File: src/rtl/oprsv_pkg.sv
package oprsv_pkg;

   typedef enum logic [3:0] {
      AM_REG    = 4'd0,
      AM_IMM    = 4'd1,
      AM_DISP   = 4'd2,
      AM_DEFER  = 4'd3,
      AM_INDEX  = 4'd4,
      AM_ABS    = 4'd5,
      AM_DINDIR = 4'd6,
      AM_POSTIN = 4'd7,
      AM_PREDEC = 4'd8,
      AM_SCALED = 4'd9
   } amode_t;

   typedef enum logic [1:0] {
      ST_IDLE = 2'd0,
      ST_RD1  = 2'd1,
      ST_RD2  = 2'd2,
      ST_FIN  = 2'd3
   } ostate_t;

   typedef struct packed {
      logic use_mem;
      logic chained;
      logic wb_en;
   } aflags_t;

endpackage

File: src/rtl/oprsv_regfile.sv
module oprsv_regfile #(
   parameter int NREG      = 8,
   parameter int DW        = 32,
   parameter bit RST_CLEAR = 1'b1,
   localparam int RAW      = $clog2(NREG)
) (
   input  logic           clk,
   input  logic           rst_n,
   input  logic           ext_we,
   input  logic [RAW-1:0] ext_addr,
   input  logic [DW-1:0]  ext_data,
   input  logic           wb_we,
   input  logic [RAW-1:0] wb_addr,
   input  logic [DW-1:0]  wb_data,
   input  logic [RAW-1:0] rd_a_addr,
   output logic [DW-1:0]  rd_a_data,
   input  logic [RAW-1:0] rd_b_addr,
   output logic [DW-1:0]  rd_b_data
);

   logic [DW-1:0] regs [NREG];
   logic [DW-1:0] nxt  [NREG];

   // write-back from the sequencer takes precedence over an external load
   always_comb begin
      for (int i = 0; i < NREG; i++) begin
         nxt[i] = regs[i];
         if (wb_we && (wb_addr == RAW'(i)))
            nxt[i] = wb_data;
         else if (ext_we && (ext_addr == RAW'(i)))
            nxt[i] = ext_data;
      end
   end

   generate
      if (RST_CLEAR) begin : g_rst
         always_ff @(posedge clk or negedge rst_n) begin
            if (!rst_n) begin
               for (int i = 0; i < NREG; i++) regs[i] <= '0;
            end else begin
               for (int i = 0; i < NREG; i++) regs[i] <= nxt[i];
            end
         end
      end else begin : g_norst
         always_ff @(posedge clk) begin
            for (int i = 0; i < NREG; i++) regs[i] <= nxt[i];
         end
      end
   endgenerate

   assign rd_a_data = regs[rd_a_addr];
   assign rd_b_data = regs[rd_b_addr];

endmodule

File: src/rtl/oprsv_agu.sv
module oprsv_agu
   import oprsv_pkg::*;
#(
   parameter int AW      = 32,
   parameter int CW      = 16,
   parameter int SZW     = 2
) (
   input  logic [3:0]     mode,
   input  logic [AW-1:0]  base_v,
   input  logic [AW-1:0]  idx_v,
   input  logic [CW-1:0]  cst,
   input  logic [SZW-1:0] size,
   output logic [AW-1:0]  ea,
   output logic [AW-1:0]  wb_val,
   output logic [AW-1:0]  direct_val,
   output aflags_t        flags
);

   localparam int EXT = AW - CW;

   logic [AW-1:0] sx;
   logic [AW-1:0] elem;
   logic [AW-1:0] scaled_idx;

   generate
      if (EXT > 0) begin : g_ext
         assign sx = {{EXT{cst[CW-1]}}, cst};
      end else begin : g_noext
         assign sx = cst[AW-1:0];
      end
   endgenerate

   assign elem       = AW'(1) << size;
   assign scaled_idx = idx_v << size;

   always_comb begin
      ea         = base_v;
      wb_val     = base_v;
      direct_val = base_v;
      flags      = '{use_mem: 1'b1, chained: 1'b0, wb_en: 1'b0};
      case (amode_t'(mode))
         AM_IMM: begin
            direct_val    = sx;
            flags.use_mem = 1'b0;
         end
         AM_DISP:   ea = sx + base_v;
         AM_DEFER:  ea = base_v;
         AM_INDEX:  ea = base_v + idx_v;
         AM_ABS:    ea = sx;
         AM_DINDIR: begin
            ea            = base_v;
            flags.chained = 1'b1;
         end
         AM_POSTIN: begin
            ea          = base_v;
            wb_val      = base_v + elem;
            flags.wb_en = 1'b1;
         end
         AM_PREDEC: begin
            ea          = base_v - elem;
            wb_val      = base_v - elem;
            flags.wb_en = 1'b1;
         end
         AM_SCALED: ea = sx + base_v + scaled_idx;
         default: begin
            direct_val    = base_v;
            flags.use_mem = 1'b0;
         end
      endcase
   end

endmodule

File: src/rtl/oprsv_ctrl.sv
module oprsv_ctrl
   import oprsv_pkg::*;
#(
   parameter int AW  = 32,
   parameter int RAW = 3
) (
   input  logic           clk,
   input  logic           rst_n,
   input  logic           cmd_valid,
   output logic           cmd_ready,
   input  logic [RAW-1:0] cmd_base,
   input  logic [AW-1:0]  ea_in,
   input  logic [AW-1:0]  wb_in,
   input  logic [AW-1:0]  direct_in,
   input  aflags_t        flags_in,
   output logic           mem_req,
   output logic [AW-1:0]  mem_addr,
   input  logic           mem_valid,
   input  logic [AW-1:0]  mem_rdata,
   output logic           done,
   output logic [AW-1:0]  operand,
   output logic           wb_we,
   output logic [RAW-1:0] wb_addr,
   output logic [AW-1:0]  wb_data
);

   ostate_t        st;
   logic [AW-1:0]  addr_q;
   logic [AW-1:0]  wbv_q;
   logic [AW-1:0]  res_q;
   logic [RAW-1:0] breg_q;
   logic           wben_q;
   logic           chain_q;
   logic           accept;

   assign accept = cmd_valid && (st == ST_IDLE);

   always_ff @(posedge clk or negedge rst_n) begin
      if (!rst_n) begin
         st      <= ST_IDLE;
         addr_q  <= '0;
         wbv_q   <= '0;
         res_q   <= '0;
         breg_q  <= '0;
         wben_q  <= 1'b0;
         chain_q <= 1'b0;
      end else begin
         case (st)
            ST_IDLE: begin
               if (accept) begin
                  addr_q  <= ea_in;
                  wbv_q   <= wb_in;
                  res_q   <= direct_in;
                  breg_q  <= cmd_base;
                  wben_q  <= flags_in.wb_en;
                  chain_q <= flags_in.chained;
                  st      <= flags_in.use_mem ? ST_RD1 : ST_FIN;
               end
            end
            ST_RD1: begin
               if (mem_valid) begin
                  if (chain_q) begin
                     addr_q <= mem_rdata;
                     st     <= ST_RD2;
                  end else begin
                     res_q <= mem_rdata;
                     st    <= ST_FIN;
                  end
               end
            end
            ST_RD2: begin
               if (mem_valid) begin
                  res_q <= mem_rdata;
                  st    <= ST_FIN;
               end
            end
            default: st <= ST_IDLE;
         endcase
      end
   end

   assign cmd_ready = (st == ST_IDLE);
   assign mem_req   = (st == ST_RD1) || (st == ST_RD2);
   assign mem_addr  = addr_q;
   assign done      = (st == ST_FIN);
   assign operand   = res_q;
   assign wb_we     = (st == ST_FIN) && wben_q;
   assign wb_addr   = breg_q;
   assign wb_data   = wbv_q;

endmodule

File: src/rtl/oprsv_top.sv
module oprsv_top
   import oprsv_pkg::*;
#(
   parameter int NREG      = 8,
   parameter int AW        = 32,
   parameter int CW        = 16,
   parameter int SZW       = 2,
   parameter bit RST_CLEAR = 1'b1,
   localparam int RAW      = $clog2(NREG)
) (
   input  logic           clk,
   input  logic           rst_n,
   input  logic           cmd_valid,
   output logic           cmd_ready,
   input  logic [3:0]     cmd_mode,
   input  logic [RAW-1:0] cmd_base,
   input  logic [RAW-1:0] cmd_index,
   input  logic [CW-1:0]  cmd_const,
   input  logic [SZW-1:0] cmd_size,
   input  logic           rf_we,
   input  logic [RAW-1:0] rf_waddr,
   input  logic [AW-1:0]  rf_wdata,
   output logic           mem_req,
   output logic [AW-1:0]  mem_addr,
   input  logic           mem_valid,
   input  logic [AW-1:0]  mem_rdata,
   output logic           done,
   output logic [AW-1:0]  operand
);

   generate
      if (NREG < 2 || (NREG & (NREG - 1)) != 0) begin : g_bad_nreg
         $error("oprsv_top: NREG must be a power of two of at least 2");
      end
      if (CW > AW || CW < 2) begin : g_bad_cw
         $error("oprsv_top: CW must lie between 2 and AW");
      end
      if (SZW < 1 || SZW > 3) begin : g_bad_szw
         $error("oprsv_top: SZW must lie between 1 and 3");
      end
   endgenerate

   logic [AW-1:0]  base_v, idx_v;
   logic [AW-1:0]  ea, wb_val, direct_val;
   aflags_t        flags;
   logic           wb_we;
   logic [RAW-1:0] wb_addr;
   logic [AW-1:0]  wb_data;

   oprsv_regfile #(.NREG(NREG), .DW(AW), .RST_CLEAR(RST_CLEAR)) u_rf (
      .clk       (clk),
      .rst_n     (rst_n),
      .ext_we    (rf_we),
      .ext_addr  (rf_waddr),
      .ext_data  (rf_wdata),
      .wb_we     (wb_we),
      .wb_addr   (wb_addr),
      .wb_data   (wb_data),
      .rd_a_addr (cmd_base),
      .rd_a_data (base_v),
      .rd_b_addr (cmd_index),
      .rd_b_data (idx_v)
   );

   oprsv_agu #(.AW(AW), .CW(CW), .SZW(SZW)) u_agu (
      .mode       (cmd_mode),
      .base_v     (base_v),
      .idx_v      (idx_v),
      .cst        (cmd_const),
      .size       (cmd_size),
      .ea         (ea),
      .wb_val     (wb_val),
      .direct_val (direct_val),
      .flags      (flags)
   );

   oprsv_ctrl #(.AW(AW), .RAW(RAW)) u_ctrl (
      .clk       (clk),
      .rst_n     (rst_n),
      .cmd_valid (cmd_valid),
      .cmd_ready (cmd_ready),
      .cmd_base  (cmd_base),
      .ea_in     (ea),
      .wb_in     (wb_val),
      .direct_in (direct_val),
      .flags_in  (flags),
      .mem_req   (mem_req),
      .mem_addr  (mem_addr),
      .mem_valid (mem_valid),
      .mem_rdata (mem_rdata),
      .done      (done),
      .operand   (operand),
      .wb_we     (wb_we),
      .wb_addr   (wb_addr),
      .wb_data   (wb_data)
   );

endmodule

File: config.mk
export PLATFORM = sky130hd
export DESIGN_NAME = oprsv_top
export DESIGN_NICKNAME = d
export VERILOG_FILES = /design/src/rtl/oprsv_pkg.sv /design/src/rtl/oprsv_regfile.sv /design/src/rtl/oprsv_agu.sv /design/src/rtl/oprsv_ctrl.sv /design/src/rtl/oprsv_top.sv
export SDC_FILE = /design/constraint.sdc
export NUM_CORES = 1
export LEC_CHECK = 0
export ABC_CLOCK_PERIOD_IN_PS = 4950
export BUFFER_PORTS_ARGS = -buffer_cell sky130_fd_sc_hd__buf_2
export CAP_MARGIN = 20
export CORE_MARGIN = 2
export CORE_UTILIZATION = 57
export DETAILED_ROUTE_END_ITERATION = 16
export PLACE_DENSITY = 0.82
export SLEW_MARGIN = 40
export SYNTH_ARGS = -nofsm -noshare
export SYNTH_HDL_FRONTEND = slang
export SYNTH_SLANG_ARGS = --single-unit
File: constraint.sdc
create_clock -name clk -period 4.95 [get_ports clk]
set_clock_uncertainty 0.05 [all_clocks]
set_input_delay 0.2475 -clock clk [delete_from_list [all_inputs] [get_ports clk]]
set_output_delay 0.2475 -clock clk [all_outputs]
set_load 0.02 [all_outputs]
==> summary.txt, run 1 <==
Outcome - complete, but fails checks
Violations in the final reports - hold timing, setup timing
Initial detailed-routing violation count - 3812
Min Hold Slack - -0.00135 ns
Path type of the worst min-delay path - input port to flip-flop
Synthesis Warnings - 0
XOR/XNOR share of the synthesized area - 0.0384
Flip-flop cell with the highest count after synthesis - dfrtp_1
Worst Max-Slew Pin Slew - 0.947 ns
Proportion of register bits with asynchronous set or reset after synthesis - 1.00
Mean instance size in the synthesized netlist - 9.18 um2
Beginning of the worst hold path - rf_wdata[4]
Routed via count - 29600
Number of routed nets with antenna violations - 0
Setup TNS - -2.94 ns
Critical path endpoint category - flip-flop
Clk Tree Root Cell - clkbuf_16
Post-detailed-routing wire length - 110 mm
Vias in the first global route - 29800
Antenna violations before repair - 8
Register-to-register setup slack - -0.30 ns
Max Clock Freq - 190 MHz
Post-synthesis share of cell area spent on full adders, half adders and majority gates - 0.0488
Cells after synthesis - 3154
Setup repair after global routing missed its margin - true
Critical path data arrival time - 5.69 ns
Global route overflow - 0
Simple-gate share of the synthesized area - 0.128
CTS max path bufs - 3
Endpoint of the most critical register-to-register path - u_ctrl.mem_addr[30]$_DFFE_PN0P_
Worst slack after detailed placement - -0.746 ns
Crit path time final - 5.25 ns
End point of the most critical hold path - u_rf.regs[4]$_DFFE_PN0P_
DRC violation count after routing - 0
Kind of start point of the critical path - flip-flop
Max FO, Critical Path - 5
Relative area change from synthesis to final layout - 24.4%
Die height - 229 um
Setup-failing EPs final - 16
Initial Util - 0.577
Reg-to-reg critical path startpoint - u_rf.regs[224]$_DFFE_PN0P_
Worst Path Required - 5.39 ns
CTS tree - yes
Share of the clock period used by the worst path after layout - 1.06
Count of different cell masters after synthesis - 98
Final worst setup slack - -0.304 ns
Weighted congestion reported at the end of routability-driven placement - 1.01
IR drop worst, VDD - 0.372 mV
Total of flip-flops plus latches after synthesis - 359
Pin count of the biggest net entering global routing - 148
First-pass GRT wire length - 169 mm
Count of flip-flops with a built-in enable after synthesis - 0
Dominant combinational cell family by area after synthesis - multiplexers
Hold Path Stages - 3
Cell leakage power - 15.8 nW
Proportion of synthesized area in mux cells - 0.240
Width of the die - 229 um
HPWL reported at the end of detailed placement - 76.4 mm
Area of the core - 0.0502 mm2
CTS buffer count - 40
Clock-pin transition on the worst setup and hold timing paths - 0.07 ns
Power per cell area - 752 mW/mm2
Netlist area before placement - 0.0289 mm2
Number of cells on the worst reg-to-reg path - 23
Count of maximum capacitance violations - 0
Slew Viols, Final - 0
Sequential cell area fraction in the yosys report - 0.310
# rows - 82
Detail-routed net length per standard cell - 25.3 um
Total power of the final layout - 27.1 mW
Detailed-routing iteration count for the pre-antenna-repair pass - 6
Post-Syn Nets - 3364
Global Route Usage Sum - 0.412
Vias per cell - 6.80
Slew Limit Headroom - 0.369
Quantity of I/O buffers inserted on ports - 166
Type of the setup path with the least slack - flip-flop to flip-flop
Final hold violation count - 1
Die ar. - 0.0526 mm2
H-tree level count - 2
Worst-skew pair later-pin latency - 0.61 ns
Share of the synthesized area in compound gates (AO/OA/AOI/OAI) - 0.185
Net count, final - 3855
Count of boundary I/O pins - 167
Share of layout cells above drive strength 1 - 0.283
Sinks on the clock net - 359
[power by group]
group	switching, mW	internal [mW]
Clock	1.38	1.76
Combinational	9.83	8.62
Sequential	1.25	4.22
Total	12.5	14.6
[per-layer routing]
metal | global-route usage | part of all wire | vias to the layer above
met1 | 0.513 | 0.37 | 14100
met5 | 0.00551 | 0.00075 | -
li1 | - | - | 12500
met2 | 0.646 | 0.45 | 2330
met4 | 0.246 | 0.062 | 8
met3 | 0.106 | 0.13 | 580
[cells in the mapped netlist (all sizes together) (6+ instances only)]
master	count	area share
nand2	389	0.050
o21ai	366	0.063
dfrtp	359	0.31
mux2i	336	0.12
a21oi	254	0.044
nor2	214	0.028
clkbuf	176	0.026
mux4	130	0.10
ha	105	0.045
buf	87	0.016
xnor2	81	0.025
inv	52	0.0067
nor3	50	0.0096
a21o	49	0.013
nand3	47	0.0087
xor2	46	0.014
a211oi	44	0.011
mux2	40	0.016
a221oi	25	0.0076
and3	21	0.0046
a31oi	20	0.0043
o22ai	20	0.0043
nand4	19	0.0043
nand2b	17	0.0037
o21bai	16	0.0041
and2	13	0.0028
nor2b	13	0.0028
o21a	12	0.0031
o211ai	11	0.0029
o31ai	9	0.0023
or3	9	0.0020
a2111oi	8	0.0024
a221o	8	0.0028
a22oi	8	0.0021
o221ai	8	0.0026
or2	8	0.0018
a211o	6	0.0018
nor3b	6	0.0017
nor4	6	0.0015
[state kept, by name, summed over array words and instances (netlist names)]
signal           cells
u_rf.regs          256
u_ctrl.mem_addr     32
u_ctrl.operand      32
u_ctrl.wb_data      32
u_ctrl.wb_addr       3
u_ctrl.st            2
u_ctrl.chain_q       1
u_ctrl.wben_q        1
[critical path: stages, from the launching register on]
cell and delay [ns]:
dfrtp_1 0.39, mux4_2 0.47, mux2_4 0.33, ha_4 0.18
fa_2 0.36, a211oi_2 0.29, o21ai_1 0.10, o2111ai_2 0.10
buf_4 0.17, o41ai_4 0.09, a21o_1 0.21, a21oi_2 0.17
xnor2_2 0.11, ha_1 0.40, and3_1 0.22, nand3_1 0.13
o22ai_4 0.24, nor3b_4 0.27, nor2_4 0.08, buf_4 0.13
and4_1 0.17, o21ai_1 0.17, a21oi_2 0.08, a211o_1 0.23
[per-stage QoR]
step | std cells | instance area (um2) | util
after floorplan | 3154 | 29200 | -
after global placement | 4193 | 33200 | 0.662
after detailed placement | 4200 | 33400 | 0.665
after CTS | 4344 | 35800 | 0.713
after global routing | 4352 | 36000 | 0.717
final | 4353 | 36000 | 0.717
[kinds of logic after synthesis]
family	after synthesis
mux	506
flops	359
simple gates	829
xor+xnor	127
buf+inv	318
fa+ha+maj	110
compound gates	905
[how the worst max path moves through the flow]
stage	cells after the start	to	from	slack [ns]
final	23	u_ctrl.mem_addr[30]$_DFFE_PN0P_	u_rf.regs[224]$_DFFE_PN0P_	-0.30
after global routing	24	u_ctrl.mem_addr[30]$_DFFE_PN0P_	u_rf.regs[224]$_DFFE_PN0P_	-0.46
after CTS	25	u_ctrl.mem_addr[30]$_DFFE_PN0P_	u_rf.regs[128]$_DFFE_PN0P_	-0.19
after detailed placement	26	u_ctrl.mem_addr[30]$_DFFE_PN0P_	cmd_base[0]	-0.75
after global placement	25	u_ctrl.mem_addr[30]$_DFFE_PN0P_	cmd_base[0]	-0.64
after floorplan	30	u_ctrl.mem_addr[24]$_DFFE_PN0P_	cmd_base[0]	-0.56
[layout by cell type, fill, tap and decap left out, drive strengths merged, types with 9 or more instances in the layout]
master       instances
clkbuf              53
dfrtp              359
and3                21
clkinv              16
and2                13
xor2                46
nor2               214
dlygate4sd3         53
ha                 105
mux2i              336
nand3               47
buf                661
nand4               19
a31oi               20
o31ai                9
nand2b              17
nor2b               13
a211oi              44
o22ai               20
o21ai              366
or3                  9
a221oi              25
a21oi              254
o21a                12
mux4               130
o21bai              16
nor3                50
nand2              389
inv                 52
xnor2               81
a21o                49
mux2                40
o211ai              11
[area by class of cell]
class	instances	area, um2
Tap cell	672	841
Timing Repair Buffer	714	5380
Clock inverter	21	253
Inverter	53	199
Fill cell	3411	14200
Multi-Input combinational cell	2477	19200
Clock buffer	53	1110
Sequential cell	359	8980
Antenna cell	4	10.0
[timing repair]
item / in CTS / in global routing
gates resized for setup: 72 / 37
setup buffers: 18 / 4
setup endpoints to repair: 19 / 22
pin swaps: 66 / 29
endpoints found under the hold margin: 176 / 0
hold buffers: 53 / 0
Note: power is estimated with default switching activity, not from simulation.
==> run 2, diff against run 1 <==
--- a/config.mk
+++ b/config.mk
@@ -5,13 +5,13 @@
 export SDC_FILE = /design/constraint.sdc
 export NUM_CORES = 1
 export LEC_CHECK = 0
-export ABC_CLOCK_PERIOD_IN_PS = 4950
+export ABC_CLOCK_PERIOD_IN_PS = 5200
 export BUFFER_PORTS_ARGS = -buffer_cell sky130_fd_sc_hd__buf_2
 export CAP_MARGIN = 20
 export CORE_MARGIN = 2
-export CORE_UTILIZATION = 57
+export CORE_UTILIZATION = 60
 export DETAILED_ROUTE_END_ITERATION = 16
-export PLACE_DENSITY = 0.82
+export PLACE_DENSITY = 0.83
 export SLEW_MARGIN = 40
 export SYNTH_ARGS = -nofsm -noshare
 export SYNTH_HDL_FRONTEND = slang
==> constraint.sdc (replaced) <==
create_clock -name clk -period 5.2 [get_ports clk]
set_clock_uncertainty 0.05 [all_clocks]
set_input_delay 0.26 -clock clk [delete_from_list [all_inputs] [get_ports clk]]
set_output_delay 0.26 -clock clk [all_outputs]
set_load 0.02 [all_outputs]
==> run 2 against run 1 <==
  * Highest routed layer unchanged
  * The run now ends clean
  * Sequential share of layout area is 0.76 points higher
  * Largest cell class unchanged
  * Design area down 3.0%
  * Maximum frequency rose by 1.2%
  * Die area is 4.9% lower
  * Worst hold slack improved by 0.034 ns
  * Worst setup slack gained 0.31 ns
  * First-iteration DRC count rose by 0.45%
  * Sequential power fell by 3%
  * Critical path depth is 2 higher
  * Clock power is 6% lower
  * Total power decreased by 8.6%
==> summary.txt, run 2 (synthesized netlist as in run 1, its figures left out) <==
Largest Register - u_rf.regs
Worst Path Required - 5.61 ns (+0.22 ns)
Weighted congestion reported at the end of routability-driven placement - 0.996 (-1.2%)
Register-to-register setup slack - 0.009 ns (+0.31 ns)
Hold Path Stages - 3 (unchanged)
Critical path data arrival time - 5.60 ns (-0.09 ns)
Crit path max-delay cell type - mux4_2
Vias in the first global route - 28900 (-3.0%)
Total power of the final layout - 24.7 mW (-8.6%)
Number of routed nets with antenna violations - 0 (unchanged)
Outcome - complete, no violations
IR drop worst, VDD - 0.343 mV (-7.7%)
CTS max path bufs - 3 (unchanged)
Buf/Inv on CP - 2 (unchanged)
Final-layout fill cell count - 3253 (-4.6%)
Endpoint of the most critical register-to-register path - u_ctrl.mem_addr[30]$_DFFE_PN0P_
Kind of start point of the critical path - flip-flop
Critical path endpoint category - flip-flop
Crit path time final - 5.19 ns (-0.0625 ns)
Global Route Usage Sum - 0.420 (+0.00854)
Die ar. - 0.0500 mm2 (-4.9%)
Post-detailed-routing wire length - 107 mm (-2.6%)
Setup-failing EPs final - 0 (-16)
CTS tree - yes
Clk Tree Root Cell - clkbuf_16
Slew Viols, Final - 0 (unchanged)
Max FO, Critical Path - 3 (-2)
Max Clock Freq - 193 MHz (+1.2%)
Count of maximum capacitance violations - 0 (unchanged)
HPWL reported at the end of detailed placement - 73.2 mm (-4.2%)
Global route overflow - 0 (unchanged)
Longest individual stage delay on the worst path - 0.47 ns (about the same)
Top routing layer in use - met5
Number of flip-flops in the largest register - 256 (unchanged)
Path type of the worst min-delay path - input port to flip-flop
Width of the die - 224 um (-2.5%)
End point of the most critical hold path - u_rf.regs[124]$_DFFE_PN0P_
Type of the setup path with the least slack - flip-flop to flip-flop
Final cell area excluding filler cells - 0.0349 mm2 (-3.0%)
Combinational group share of total power - 0.667 (-0.015)
Worst Max-Slew Pin Slew - 0.890 ns (-0.0563 ns)
Share of layout cells above drive strength 1 - 0.263 (-0.0198)
DR WL met2 - 46.7 mm (-4.9%)
Vias per cell - 6.96 (+2.4%)
Die height - 224 um (-2.5%)
Antenna violations before repair - 7 (-1)
Relative area change from synthesis to final layout - 20.7%
Cell leakage power - 15.2 nW (-3.7%)
Length of routed met3 wiring - 14.0 mm (+0.48%)
Highest-count cells in the layout ignoring fill and taps - buf_4 (383), nand2_1 (382), dfrtp_1 (359)
Worst-skew pair later-pin latency - 0.58 ns (-0.03 ns)
Final hold violation count - 0 (-1)
First-pass GRT wire length - 163 mm (-3.4%)
Power per cell area - 708 mW/mm2 (-5.8%)
Clock-pin transition on the worst setup and hold timing paths - 0.06 ns (about the same)
Initial Util - 0.608 (+0.0306)
Commonest non-fill, non-tap cell in the layout - buf_4
Final worst setup slack - 0.00861 ns (+0.312 ns)
Clock power share - 0.119 (+0.003)
CTS buffer count - 41 (+2.5%)
# rows - 80 (-2.4%)
Detail-routed net length per standard cell - 25.7 um (+1.5%)
Beginning of the worst hold path - rf_wdata[28]
Detailed-routing iteration count for the pre-antenna-repair pass - 7 (+1)
H-tree level count - 2 (unchanged)
Initial detailed-routing violation count - 3829 (+0.45%)
NetSw - 11.4 mW (-8.6%)
Count of boundary I/O pins - 167 (unchanged)
Net count, final - 3739 (-3.0%)
Internal Pwr Total - 13.3 mW (-8.6%)
Part of the total power dissipated in sequential elements - 0.214 (+0.012)
Share of the clock period used by the worst path after layout - 0.998 (-0.0630)
Number of cells on the worst reg-to-reg path - 25 (+8.7%)
Routed via count - 29100 (-1.7%)
DRC violation count after routing - 0 (unchanged)
Pin count of the biggest net entering global routing - 140 (-5.4%)
Sinks on the clock net - 359 (unchanged)
Worst slack after detailed placement - -0.466 ns (+0.280 ns)
Met1 Wirelength - 40.4 mm (+0.36%)
Setup repair after global routing missed its margin - true
Reg-to-reg critical path startpoint - u_rf.regs[128]$_DFFE_PN0P_
Slew Limit Headroom - 0.407 (+0.0375)
Quantity of I/O buffers inserted on ports - 166 (unchanged)
Family of cells with the greatest summed delay on the critical path - compound AO/OA/AOI/OAI gates
Net switching fraction of the power - 0.461 (about the same)
Area of the core - 0.0476 mm2 (-5.0%)
Cell area after placement - 0.0324 mm2 (-2.8%)
Dominant cell type by count on the critical path - o2111ai_2
[run 2: changes by cell type in the layout (fill, tap and decap cells not counted), sizes merged, moves of 2 or more]
| cell | before | now |
|---|---|---|
| clkinvlp | 3 | 1 |
| buf | 661 | 564 |
| dlygate4sd3 | 53 | 33 |
| clkinv | 16 | 8 |
| inv | 52 | 55 |
| clkbuf | 53 | 58 |
[run 2: worst min-delay path: cells and delay by family]
family / cells / cell delay (ns)
multiplexers: 1 / 0.13
buffers and inverters: 1 / 0.15
AO/OA/AOI/OAI: 1 / 0.08
[run 2: area by class of cell]
type	count	area, um2	share of cell area
Multi-Input combinational cell	2477	19200	0.551
Sequential cell	359	8980	0.257
Timing Repair Buffer	597	4400	0.126
Clock buffer	58	1170	0.0335
Tap cell	615	769	0.0220
Inverter	53	199	0.00570
Clock inverter	14	163	0.00466
Antenna cell	5	12.5	0.000358
[run 2: through the flow]
step | utilization | instances | hold slack [ns] | TNS [ns]
floorplan | - | 3154 | -0.0856 | -2.16
finish | 0.733 | 4178 | 0.0326 | 0
global placement | 0.677 | 4020 | 0.286 | -3.22
global route | 0.733 | 4177 | 0.0548 | -0.799
detailed placement | 0.681 | 4027 | 0.289 | -4.38
CTS | 0.722 | 4159 | 0.0223 | -0.0133
[run 2: power groups by stage]
stage / clock network [mW] / registers, mW / logic, mW
final: 2.96 / 5.29 / 16.5
after global routing: 3.05 / 5.36 / 17.7
after CTS: 2.95 / 5.17 / 15.3
after detailed placement: 0 / 5.16 / 14.8
after global placement: 0 / 5.07 / 14.4
after floorplan: 0 / 4.93 / 9.57
[run 2: how the worst max path moves through the flow]
stage	start	end	depth (start not counted)
final	u_rf.regs[128]$_DFFE_PN0P_	u_ctrl.mem_addr[30]$_DFFE_PN0P_	25
after global routing	u_rf.regs[206]$_DFFE_PN0P_	u_ctrl.mem_addr[30]$_DFFE_PN0P_	25
after CTS	u_rf.regs[160]$_DFFE_PN0P_	u_ctrl.mem_addr[30]$_DFFE_PN0P_	25
after detailed placement	cmd_base[0]	u_ctrl.mem_addr[30]$_DFFE_PN0P_	24
after global placement	cmd_base[0]	u_ctrl.mem_addr[30]$_DFFE_PN0P_	27
after floorplan	cmd_base[0]	u_ctrl.mem_addr[24]$_DFFE_PN0P_	30
[run 2: repair_timing]
item | 4_1_cts | 5_1_grt
hold endpoints to repair | 153 | 0
pin swaps | 24 | 29
resized for setup | 25 | 76
setup buffers | 27 | 13
hold buffers | 33 | 0
setup endpoints to repair | 11 | 16
[run 2: routing by layer]
layer | track usage | vias to the layer above
met2 | 0.639 | 2313
met4 | 0.218 | 8
met5 | 0 | -
met3 | 0.117 | 532
li1 | - | 12300
met1 | 0.551 | 13900
